--- src/rtl/cag_pkg.sv ---
package cag_pkg;
    localparam int unsigned CAG_AW    = 32;
    localparam int unsigned CAG_NSETS = 4;
    localparam int unsigned CAG_NPTR  = 8;
    localparam int unsigned CAG_SETW  = $clog2(CAG_NSETS);
    localparam int unsigned CAG_PTRW  = $clog2(CAG_NPTR);
    localparam int unsigned CAG_SELW  = (CAG_PTRW > CAG_SETW) ? CAG_PTRW : CAG_SETW;
    localparam int unsigned CAG_CAW   = 1 + (((2 + CAG_SETW) > CAG_PTRW) ? (2 + CAG_SETW) : CAG_PTRW);

    typedef enum logic [1:0] {
        FLD_INDEX  = 2'd0,
        FLD_STEP   = 2'd1,
        FLD_SPAN   = 2'd2,
        FLD_ORIGIN = 2'd3
    } cag_field_e;

    typedef struct packed {
        logic [CAG_AW-1:0] index;
        logic [CAG_AW-1:0] step;
        logic [CAG_AW-1:0] span;
        logic [CAG_AW-1:0] origin;
    } cag_set_t;

    typedef struct packed {
        logic                valid;
        logic                is_ptr;
        logic [CAG_SELW-1:0] sel;
        logic [CAG_AW-1:0]   value;
    } cag_wb_t;
endpackage

--- src/rtl/cag_wrap.sv ---
module cag_wrap
    import cag_pkg::*;
(
    input  logic [CAG_AW-1:0] cur,
    input  logic [CAG_AW-1:0] step,
    input  logic [CAG_AW-1:0] span,
    input  logic [CAG_AW-1:0] origin,
    input  logic              circ,
    output logic [CAG_AW-1:0] nxt
);
    logic [CAG_AW-1:0] sum;
    logic [CAG_AW:0]   limit;

    always_comb begin
        sum   = cur + step;
        limit = {1'b0, origin} + {1'b0, span};
        nxt   = sum;
        if (circ && (span != '0)) begin
            if ({1'b0, sum} >= limit) begin
                nxt = sum - span;
            end else if (sum < origin) begin
                nxt = sum + span;
            end
        end
    end
endmodule

--- src/rtl/cag_port.sv ---
module cag_port
    import cag_pkg::*;
(
    input  cag_set_t [CAG_NSETS-1:0]             sets,
    input  logic     [CAG_NPTR-1:0][CAG_AW-1:0]  ptrs,
    input  logic                                 is_ptr,
    input  logic     [CAG_SELW-1:0]              sel,
    input  logic                                 pre,
    input  logic     [CAG_AW-1:0]                ext_step,
    output logic     [CAG_AW-1:0]                addr,
    output logic     [CAG_AW-1:0]                nxt
);
    cag_set_t          cs;
    logic [CAG_AW-1:0] cur;
    logic [CAG_AW-1:0] stp;
    logic [CAG_AW-1:0] span;
    logic [CAG_AW-1:0] origin;

    always_comb begin
        cs = sets[sel[CAG_SETW-1:0]];
        if (is_ptr) begin
            cur    = ptrs[sel[CAG_PTRW-1:0]];
            stp    = ext_step;
            span   = '0;
            origin = '0;
        end else begin
            cur    = cs.index;
            stp    = cs.step;
            span   = cs.span;
            origin = cs.origin;
        end
    end

    cag_wrap u_wrap (
        .cur    (cur),
        .step   (stp),
        .span   (span),
        .origin (origin),
        .circ   (~is_ptr),
        .nxt    (nxt)
    );

    assign addr = pre ? nxt : cur;
endmodule

--- src/rtl/cag_regfile.sv ---
module cag_regfile
    import cag_pkg::*;
#(
    parameter int unsigned NPORT = 2
) (
    input  logic                                 clk,
    input  logic                                 rst_n,
    input  cag_wb_t  [NPORT-1:0]                 wb,
    input  logic                                 cfg_we,
    input  logic     [CAG_CAW-1:0]               cfg_waddr,
    input  logic     [CAG_AW-1:0]                cfg_wdata,
    output cag_set_t [CAG_NSETS-1:0]             sets,
    output logic     [CAG_NPTR-1:0][CAG_AW-1:0]  ptrs
);
    typedef struct packed {
        cag_set_t [CAG_NSETS-1:0]            sets;
        logic     [CAG_NPTR-1:0][CAG_AW-1:0] ptrs;
    } state_t;

    state_t     st_d, st_q;
    cag_field_e fld;

    always_comb begin
        st_d = st_q;
        fld  = cag_field_e'(cfg_waddr[CAG_SETW+1:CAG_SETW]);
        // Highest port first so that the lowest-numbered port lands last.
        for (int p = NPORT - 1; p >= 0; p--) begin
            if (wb[p].valid) begin
                if (wb[p].is_ptr) begin
                    st_d.ptrs[wb[p].sel[CAG_PTRW-1:0]] = wb[p].value;
                end else begin
                    st_d.sets[wb[p].sel[CAG_SETW-1:0]].index = wb[p].value;
                end
            end
        end
        // Register writes override port writebacks.
        if (cfg_we) begin
            if (cfg_waddr[CAG_CAW-1]) begin
                st_d.ptrs[cfg_waddr[CAG_PTRW-1:0]] = cfg_wdata;
            end else begin
                case (fld)
                    FLD_INDEX:  st_d.sets[cfg_waddr[CAG_SETW-1:0]].index  = cfg_wdata;
                    FLD_STEP:   st_d.sets[cfg_waddr[CAG_SETW-1:0]].step   = cfg_wdata;
                    FLD_SPAN:   st_d.sets[cfg_waddr[CAG_SETW-1:0]].span   = cfg_wdata;
                    default:    st_d.sets[cfg_waddr[CAG_SETW-1:0]].origin = cfg_wdata;
                endcase
            end
        end
    end

    always_ff @(posedge clk) begin
        if (!rst_n) begin
            st_q <= '0;
        end else begin
            st_q <= st_d;
        end
    end

    assign sets = st_q.sets;
    assign ptrs = st_q.ptrs;
endmodule

--- src/rtl/circ_addr_unit.sv ---
module circ_addr_unit
    import cag_pkg::*;
#(
    parameter int unsigned NPORT = 2
) (
    input  logic                              clk,
    input  logic                              rst_n,
    input  logic                              cfg_we,
    input  logic [CAG_CAW-1:0]                cfg_waddr,
    input  logic [CAG_AW-1:0]                 cfg_wdata,
    input  logic [CAG_CAW-1:0]                cfg_raddr,
    output logic [CAG_AW-1:0]                 cfg_rdata,
    input  logic [NPORT-1:0]                  agu_req,
    input  logic [NPORT-1:0]                  agu_is_ptr,
    input  logic [NPORT-1:0][CAG_SELW-1:0]    agu_sel,
    input  logic [NPORT-1:0]                  agu_pre,
    input  logic [NPORT-1:0]                  agu_upd,
    input  logic [NPORT-1:0][CAG_AW-1:0]      agu_step,
    output logic [NPORT-1:0][CAG_AW-1:0]      agu_addr,
    output logic                              coll_err
);
    cag_set_t [CAG_NSETS-1:0]             sets;
    logic     [CAG_NPTR-1:0][CAG_AW-1:0]  ptrs;
    logic     [NPORT-1:0][CAG_AW-1:0]     nxt;
    logic     [NPORT-1:0]                 want;
    cag_wb_t  [NPORT-1:0]                 wb;
    cag_set_t                             rd_set;

    generate
        for (genvar g = 0; g < NPORT; g++) begin : g_port
            cag_port u_port (
                .sets     (sets),
                .ptrs     (ptrs),
                .is_ptr   (agu_is_ptr[g]),
                .sel      (agu_sel[g]),
                .pre      (agu_pre[g]),
                .ext_step (agu_step[g]),
                .addr     (agu_addr[g]),
                .nxt      (nxt[g])
            );
        end
    endgenerate

    function automatic logic same_target(
        input logic                ptr_a,
        input logic [CAG_SELW-1:0] sel_a,
        input logic                ptr_b,
        input logic [CAG_SELW-1:0] sel_b
    );
        if (ptr_a != ptr_b) begin
            return 1'b0;
        end
        if (ptr_a) begin
            return sel_a[CAG_PTRW-1:0] == sel_b[CAG_PTRW-1:0];
        end
        return sel_a[CAG_SETW-1:0] == sel_b[CAG_SETW-1:0];
    endfunction

    // Writeback arbitration: a lower-numbered port wins a shared target.
    always_comb begin
        coll_err = 1'b0;
        want     = agu_req & agu_upd;
        for (int p = 0; p < NPORT; p++) begin
            wb[p].valid  = want[p];
            wb[p].is_ptr = agu_is_ptr[p];
            wb[p].sel    = agu_sel[p];
            wb[p].value  = nxt[p];
            for (int q = 0; q < p; q++) begin
                if (want[p] && want[q] &&
                    same_target(agu_is_ptr[q], agu_sel[q], agu_is_ptr[p], agu_sel[p])) begin
                    wb[p].valid = 1'b0;
                    coll_err    = 1'b1;
                end
            end
        end
    end

    cag_regfile #(.NPORT(NPORT)) u_regs (
        .clk       (clk),
        .rst_n     (rst_n),
        .wb        (wb),
        .cfg_we    (cfg_we),
        .cfg_waddr (cfg_waddr),
        .cfg_wdata (cfg_wdata),
        .sets      (sets),
        .ptrs      (ptrs)
    );

    always_comb begin
        rd_set = sets[cfg_raddr[CAG_SETW-1:0]];
        if (cfg_raddr[CAG_CAW-1]) begin
            cfg_rdata = ptrs[cfg_raddr[CAG_PTRW-1:0]];
        end else begin
            case (cag_field_e'(cfg_raddr[CAG_SETW+1:CAG_SETW]))
                FLD_INDEX: cfg_rdata = rd_set.index;
                FLD_STEP:  cfg_rdata = rd_set.step;
                FLD_SPAN:  cfg_rdata = rd_set.span;
                default:   cfg_rdata = rd_set.origin;
            endcase
        end
    end
endmodule

--- config.mk ---
export PLATFORM = sky130hd
export DESIGN_NAME = circ_addr_unit
export DESIGN_NICKNAME = d
export VERILOG_FILES = /design/src/rtl/cag_pkg.sv /design/src/rtl/cag_wrap.sv /design/src/rtl/cag_port.sv /design/src/rtl/cag_regfile.sv /design/src/rtl/circ_addr_unit.sv
export SDC_FILE = /design/constraint.sdc
export NUM_CORES = 2
export LEC_CHECK = 0
export BUFFER_PORTS_ARGS = -buffer_cell sky130_fd_sc_hd__buf_2
export CORE_ASPECT_RATIO = 1.4
export CORE_MARGIN = 2
export CORE_UTILIZATION = 62
export DETAILED_ROUTE_END_ITERATION = 6
export HOLD_SLACK_MARGIN = 0.02
export PLACE_DENSITY_LB_ADDON = 0.2
export SYNTH_ARGS = -nofsm -noshare
export SYNTH_HDL_FRONTEND = slang
export SYNTH_HIERARCHICAL = 1
export SYNTH_SLANG_ARGS = --single-unit
--- constraint.sdc ---
create_clock -name clk -period 20.6 [get_ports clk]
set_clock_uncertainty 0.05 [all_clocks]
set_input_delay 6.18 -clock clk [delete_from_list [all_inputs] [get_ports clk]]
set_output_delay 6.18 -clock clk [all_outputs]
set_load 0.05 [all_outputs]
# --- Yosys cells after proc, flatten, opt, wreduce, memory -nomap -nowiden ---
# Index checks and enable logic that the tools add are counted.
op_classes:
  eq_ne: 7
  mux: 76
  reduce_logical: 14
  bitwise: 3
  n_lt_le_gt_ge: 18
  add_sub_neg: 8
ops:
  columns: ["cell", "count"]
  rows:
  - ["512-bit bitwise mux", 6]
  - ["768-bit 2-to-1 mux", 3]
  - ["128-bit demux with 2-bit select", 6]
  - ["512-bit 2-to-1 mux", 3]
  - ["512-bit case mux with 3 select lines", 1]
  - ["128-bit binary-select mux with 2-bit select", 3]
  - ["256-bit bitwise mux", 3]
  - ["128-bit 2-to-1 mux", 6]
  - ["256-bit 2-to-1 mux", 3]
  - ["32-bit 2-to-1 mux", 24]
  - ["32-bit binary-select mux with 3-bit select", 3]
  - ["32-bit demux with 3-bit select", 3]
  - ["32-bit adder", 4]
  - ["96-bit 2-to-1 mux", 1]
  - ["32-bit case mux with 3 select lines", 1]
  - ["32-bit by 32-bit adder with 33-bit output", 2]
  - ["32-bit by 33-bit greater-or-equal comparator with 1-bit output", 2]
  - ["32-bit less-than comparator", 2]
  - ["64-bit 2-to-1 mux", 1]
  - ["32-bit nonzero test", 2]
  - ["32-bit subtractor", 2]
  - ["3-bit by 4-bit less-than comparator with 1-bit output, second input constant", 4]
  - ["2-bit by 3-bit less-than comparator with 1-bit output, second input constant", 4]
  - ["1-bit logical AND", 10]
  - ["11 further kinds", 27]
word_totals:
  inputBits: 123
  output_inout_bits: 97
  reg_bits: 768
  wordCells: 150

# --- Depth between registers and ports, before layout ---
logic_depth:
  depth_word: 18
  mapped_depth: 36
  ltp_nobuf: 32

# --- By module ---
# The synthesis kept the hierarchy.
by_module_without_submodules:
  columns: ["module", "area_each_um2", "cells_per_inst", "seq_area_each_um2", "n_inst"]
  rows:
  - ["cag_regfile", 33623.5, 3863, 15374.7, 1]
  - ["cag_port", 6525.0, 593, 0.0, 2]
  - ["cag_wrap (g_port[0].u_port.u_wrap)", 8220.4, 1122, 0.0, 1]
  - ["cag_wrap (g_port[1].u_port.u_wrap)", 8060.2, 1123, 0.0, 1]
  - ["circ_addr_unit", 6238.5, 544, 0.0, 1]

# --- Worst setup path before layout ---
# OpenSTA, ideal clock, no wires.
synth_timing:
  kind: "input -> output"
  from: "input agu_sel[0] (netlist name)"
  to: "output agu_addr[31] (netlist name)"
  n_path_buf: 4
  t_arrival_ns: 13.392
  required_time_ns: 14.370
  path_stages: 32
  slack_ns: 0.978
  cell_sequence: "buf_2 > buf_2 > buf_4 > mux4_2 > nand2_1 > nand2_1 > ha_1 > fa_1 > a21o_1 > a221oi_2 > o2bb2ai_2 > a211oi_2 > o2111ai_1 > a41oi_1 > nor2b_1 > o31a_1 > o21a_1 > nor2_1 > xnor2_1 > ha_1 > a21o_1 > a21o_1 > a2111oi_0 > o221ai_1 > a21oi_2 > o311a_1 > buf_6 > a221oi_1 > a31oi_1 > xor2_1 > a22oi_1 > o21ai_1"
synth_lines:
  columns: ["item", "line", "source"]
  rows:
  - ["from (decl)", "circ_addr_unit.sv:15", "input logic [NPORT-1:0][CAG_SELW-1:0] agu_sel,"]
  - ["to (decl)", "circ_addr_unit.sv:19", "output logic [NPORT-1:0][CAG_AW-1:0] agu_addr,"]

==> flow_summary.json <==
{
  "arrival_ns": 14.27,
  "yosys.area_share.xor_xnor_pct": 1.88,
  "synth_top_family_by_area": "compound AO/OA/AOI/OAI gates",
  "grt_pass1_vias": 68300,
  "cp_common_cell": "buf_4",
  "ys.flop_type": "dfxtp_1",
  "cts.sinks": 768,
  "path_buf_inv": 8,
  "synthSimpleGateAreaFrac_pct": 16.0,
  "fin_crit_ns": 20.50,
  "critical-path-slowest-cell": "a2111oi_2",
  "drt_first_pass_iters": 7,
  "clk_pin_slew_worst_paths_ns": 0.06,
  "power_density_mw_per_mm2": 64.6,
  "ys_seq_area_share_pct": 22.2,
  "grt_max_degree": 140,
  "ys_warn_count": 6,
  "hold_class": "flip-flop to flip-flop",
  "antenna_found_initial": 18,
  "clkLatencyLatePin_ns": 0.70,
  "final_cell_area_mm2": 0.0760,
  "drc_errors": 0,
  "path_depth": 32,
  "fmax_mhz": 48.8,
  "dieArea_mm2": 0.114,
  "hold_slack_ns": 0.432,
  "io_buffers": 219,
  "r2r-start": "u_regs/ptrs[225]",
  "rows": 145,
  "synthAdderAreaFrac_pct": 6.99,
  "crit_family": "compound AO/OA/AOI/OAI gates",
  "finalNetCount": 8319,
  "max_slew.worst_pin.slew_ns": 1.40,
  "root_buffer": "clkbuf_16",
  "cts-buffers-inserted": 81,
  "cts_tree": "built",
  "synth.distinct_cells": 112,
  "crit_required_ns": 14.37,
  "muxShareOfSynthArea_pct": 23.4,
  "seqPwrFrac_pct": 31.6,
  "initial_core_util_pct": 62.2,
  "ir_drop_uv": 72.8,
  "async_flop_share_pct": 0,
  "final_cells": 9351,
  "num-fill-cells": 9055,
  "vias": 71600,
  "r2r_end": "u_regs/sets[510]",
  "fp.dieW_um": 286,
  "dp_cells": 9197,
  "crit_end": "agu_addr[54]",
  "pre_cts_ws_ns": -0.293,
  "synth_edf_count": 0,
  "power.internal_mw": 3.02,
  "coreArea_mm2": 0.111,
  "fin_crit_sh_pct": 99.5,
  "grt_overflow": 0,
  "cp_max_fo": 30,
  "grtUsageTotal_pct": 52.4,
  "syn-cell-area_mm2": 0.0692,
  "cap_violations": 0,
  "tns_ns": 0,
  "final_core_util_pct": 68.3,
  "r2r_setup_slack_ns": 12.40,
  "die_h_um": 399,
  "avgRoutedWirePerCell_um": 33.3,
  "layout-drive-gt1-share_pct": 18.9,
  "ioPinCount": 220,
  "avgViaCountPerCell": 7.66,
  "critPathCaptureType": "output pin",
  "p_leak_nw": 28.4,
  "reg2reg_depth": 34,
  "power_mw": 4.91,
  "avgSynthCellArea_um2": 8.83,
  "area_growth_pct": 9.77,
  "finalWirelength_mm": 312,
  "worst_slack_ns": 0.0963,
  "drt_iter0_markers": 11400,
  "worstSetupPathType": "input pin to output pin",
  "ant_nets": 0,
  "slowest_delay_ns": 0.53,
  "slew_headroom_pct": 6.73,
  "p_sw_share_pct": 38.3,
  "synth_fp_nets": 8341,
  "crit_path_start": "agu_sel[4]",
  "ys_ff_latch": 768,
  "hold_viol": 0,
  "status": "finished, final reports clean",
  "htree_levels": 3,
  "startpoint_type": "input pin",
  "finalSetupViolations": 0,
  "place_area_mm2": 0.0728,
  "gp_congestion": 1.09,
  "grt_pass1_wl_mm": 446,
  "synth_compound_gate_area_share_pct": 23.4,
  "clockPowerShare_pct": 32.4,
  "place_hpwl_mm": 217,
  "maxSlewViolCount": 0,
  "clock_path_buffers": 3,
  "combinationalPowerShare_pct": 36.0,
  "netlist_instances": 7838,
  "switching_power_mw": 1.88
}
## state kept, by name (all words and copies together) (netlist names)
name / cells
u_regs/sets: 512
u_regs/ptrs: 256
## worst min path at each step
stage                startpoint                to  slack (ns)  depth (start not counted)
6_report       u_regs/sets[402]  u_regs/sets[402]        0.43                          2
2_1_floorplan  u_regs/sets[419]  u_regs/sets[419]        0.40                          2
3_3_place_gp   u_regs/sets[394]  u_regs/sets[394]        0.41                          2
4_1_cts        u_regs/sets[409]  u_regs/sets[409]        0.43                          2
3_5_place_dp   u_regs/sets[394]  u_regs/sets[394]        0.42                          2
5_1_grt        u_regs/sets[473]  u_regs/sets[473]        0.45                          2
## cells by family after synthesis
| kind of cell | after synthesis |
|---|---|
| AO/OA/AOI/OAI | 2234 |
| XOR/XNOR | 148 |
| adder cells (fa/ha/maj) | 382 |
| buffers and inverters | 949 |
| flip-flops | 768 |
| multiplexers | 964 |
| AND/OR/NAND/NOR | 2393 |
## cell usage after synthesis (14+ instances only)
cell / number / area [µm²]
a211oi_1: 116 / 871
a21boi_0: 328 / 2460
a21boi_1: 64 / 480
a21o_1: 129 / 968
a21oi_1: 310 / 1550
a221o_1: 42 / 420
a22o_1: 30 / 263
a22oi_1: 135 / 1010
a31oi_1: 14 / 87.6
and2_1: 147 / 920
and3_1: 56 / 350
buf_1: 35 / 131
buf_2: 160 / 801
buf_4: 44 / 330
buf_6: 42 / 473
clkbuf_1: 448 / 1680
dfxtp_1: 768 / 15400
ha_1: 372 / 4650
inv_1: 214 / 803
mux2_2: 65 / 732
mux2i_1: 387 / 3870
mux4_2: 502 / 11300
nand2_1: 1239 / 4650
nand2b_1: 47 / 294
nand3_1: 286 / 1430
nand4_1: 34 / 213
nor2_1: 261 / 980
nor2b_1: 117 / 732
nor3_1: 36 / 180
nor4_1: 25 / 156
o211ai_1: 155 / 1160
o21a_1: 34 / 255
o21ai_0: 96 / 480
o21ai_1: 104 / 521
o21bai_1: 42 / 315
o221ai_1: 358 / 3140
o22ai_1: 139 / 870
o31ai_1: 15 / 113
or2_0: 24 / 150
or3_1: 21 / 131
xnor2_1: 90 / 788
xor2_1: 57 / 499
## placed cells by master, fill, tap and decap left out, drive strengths merged, types with 34 or more instances in the layout
cell type and count:
mux4 512, or2 46, a221o 42, clkbuf 122, o221ai 358, dfxtp 768, mux2i 387, nor2b 119
ha 372, nor3 47, and2 150, mux2 65, buf 616, nor2 263, a22oi 135, a211oi 119
inv 217, nand4 34, nand2b 47, o21a 34, nand3 287, and3 56, o22ai 139, o21bai 42
o211ai 156, xnor2 90, a21boi 394, a21o 129, a21oi 315, nand2 1240, xor2 58, o21ai 201
## worst min-delay path: cells and delay by family, from the launching register on
kind               cells  cell delay (ns)
AOI/OAI and AO/OA      1             0.05
DFF                    1             0.32
and+or+nand+nor        1             0.06
## layout make-up
class	count	area, µm²	share of cell area [%]
diodes	5	12.5	0.0165
repair buffers	627	5030	6.62
inverters	217	817	1.08
well taps	1470	1840	2.42
clock inverters	32	458	0.603
clock buffers	111	2300	3.03
flip-flops and latches	768	15400	20.2
multi-input cells	6121	50100	66.0
## what timing repair did
action	4_1_cts	5_1_grt
hold endpoints to repair	0	0
endpoints found under the setup margin	9	64
buffers inserted	0	3
pin swaps	0	5
hold buffers	0	0
gates cloned	0	2
gates resized for setup	6	67
## routing by layer
layer / global-route usage (%) / wire, µm / up-vias
met5: 0 / 155 / -
met4: 35.6 / 27200 / 24
met3: 20.5 / 50100 / 1795
met2: 78.6 / 131000 / 6259
met1: 61.9 / 103000 / 34000
li1: - / - / 29600
## power by group through the flow
stage | Clock, mW | Combinational, mW | Sequential, mW
5_1_grt | 1.63 | 1.82 | 1.55
4_1_cts | 1.58 | 1.66 | 1.55
3_5_place_dp | 0 | 1.65 | 1.58
3_3_place_gp | 0 | 1.64 | 1.58
6_report | 1.59 | 1.77 | 1.55
2_1_floorplan | 0 | 1.01 | 1.57
(Power assumes the default switching activity.)
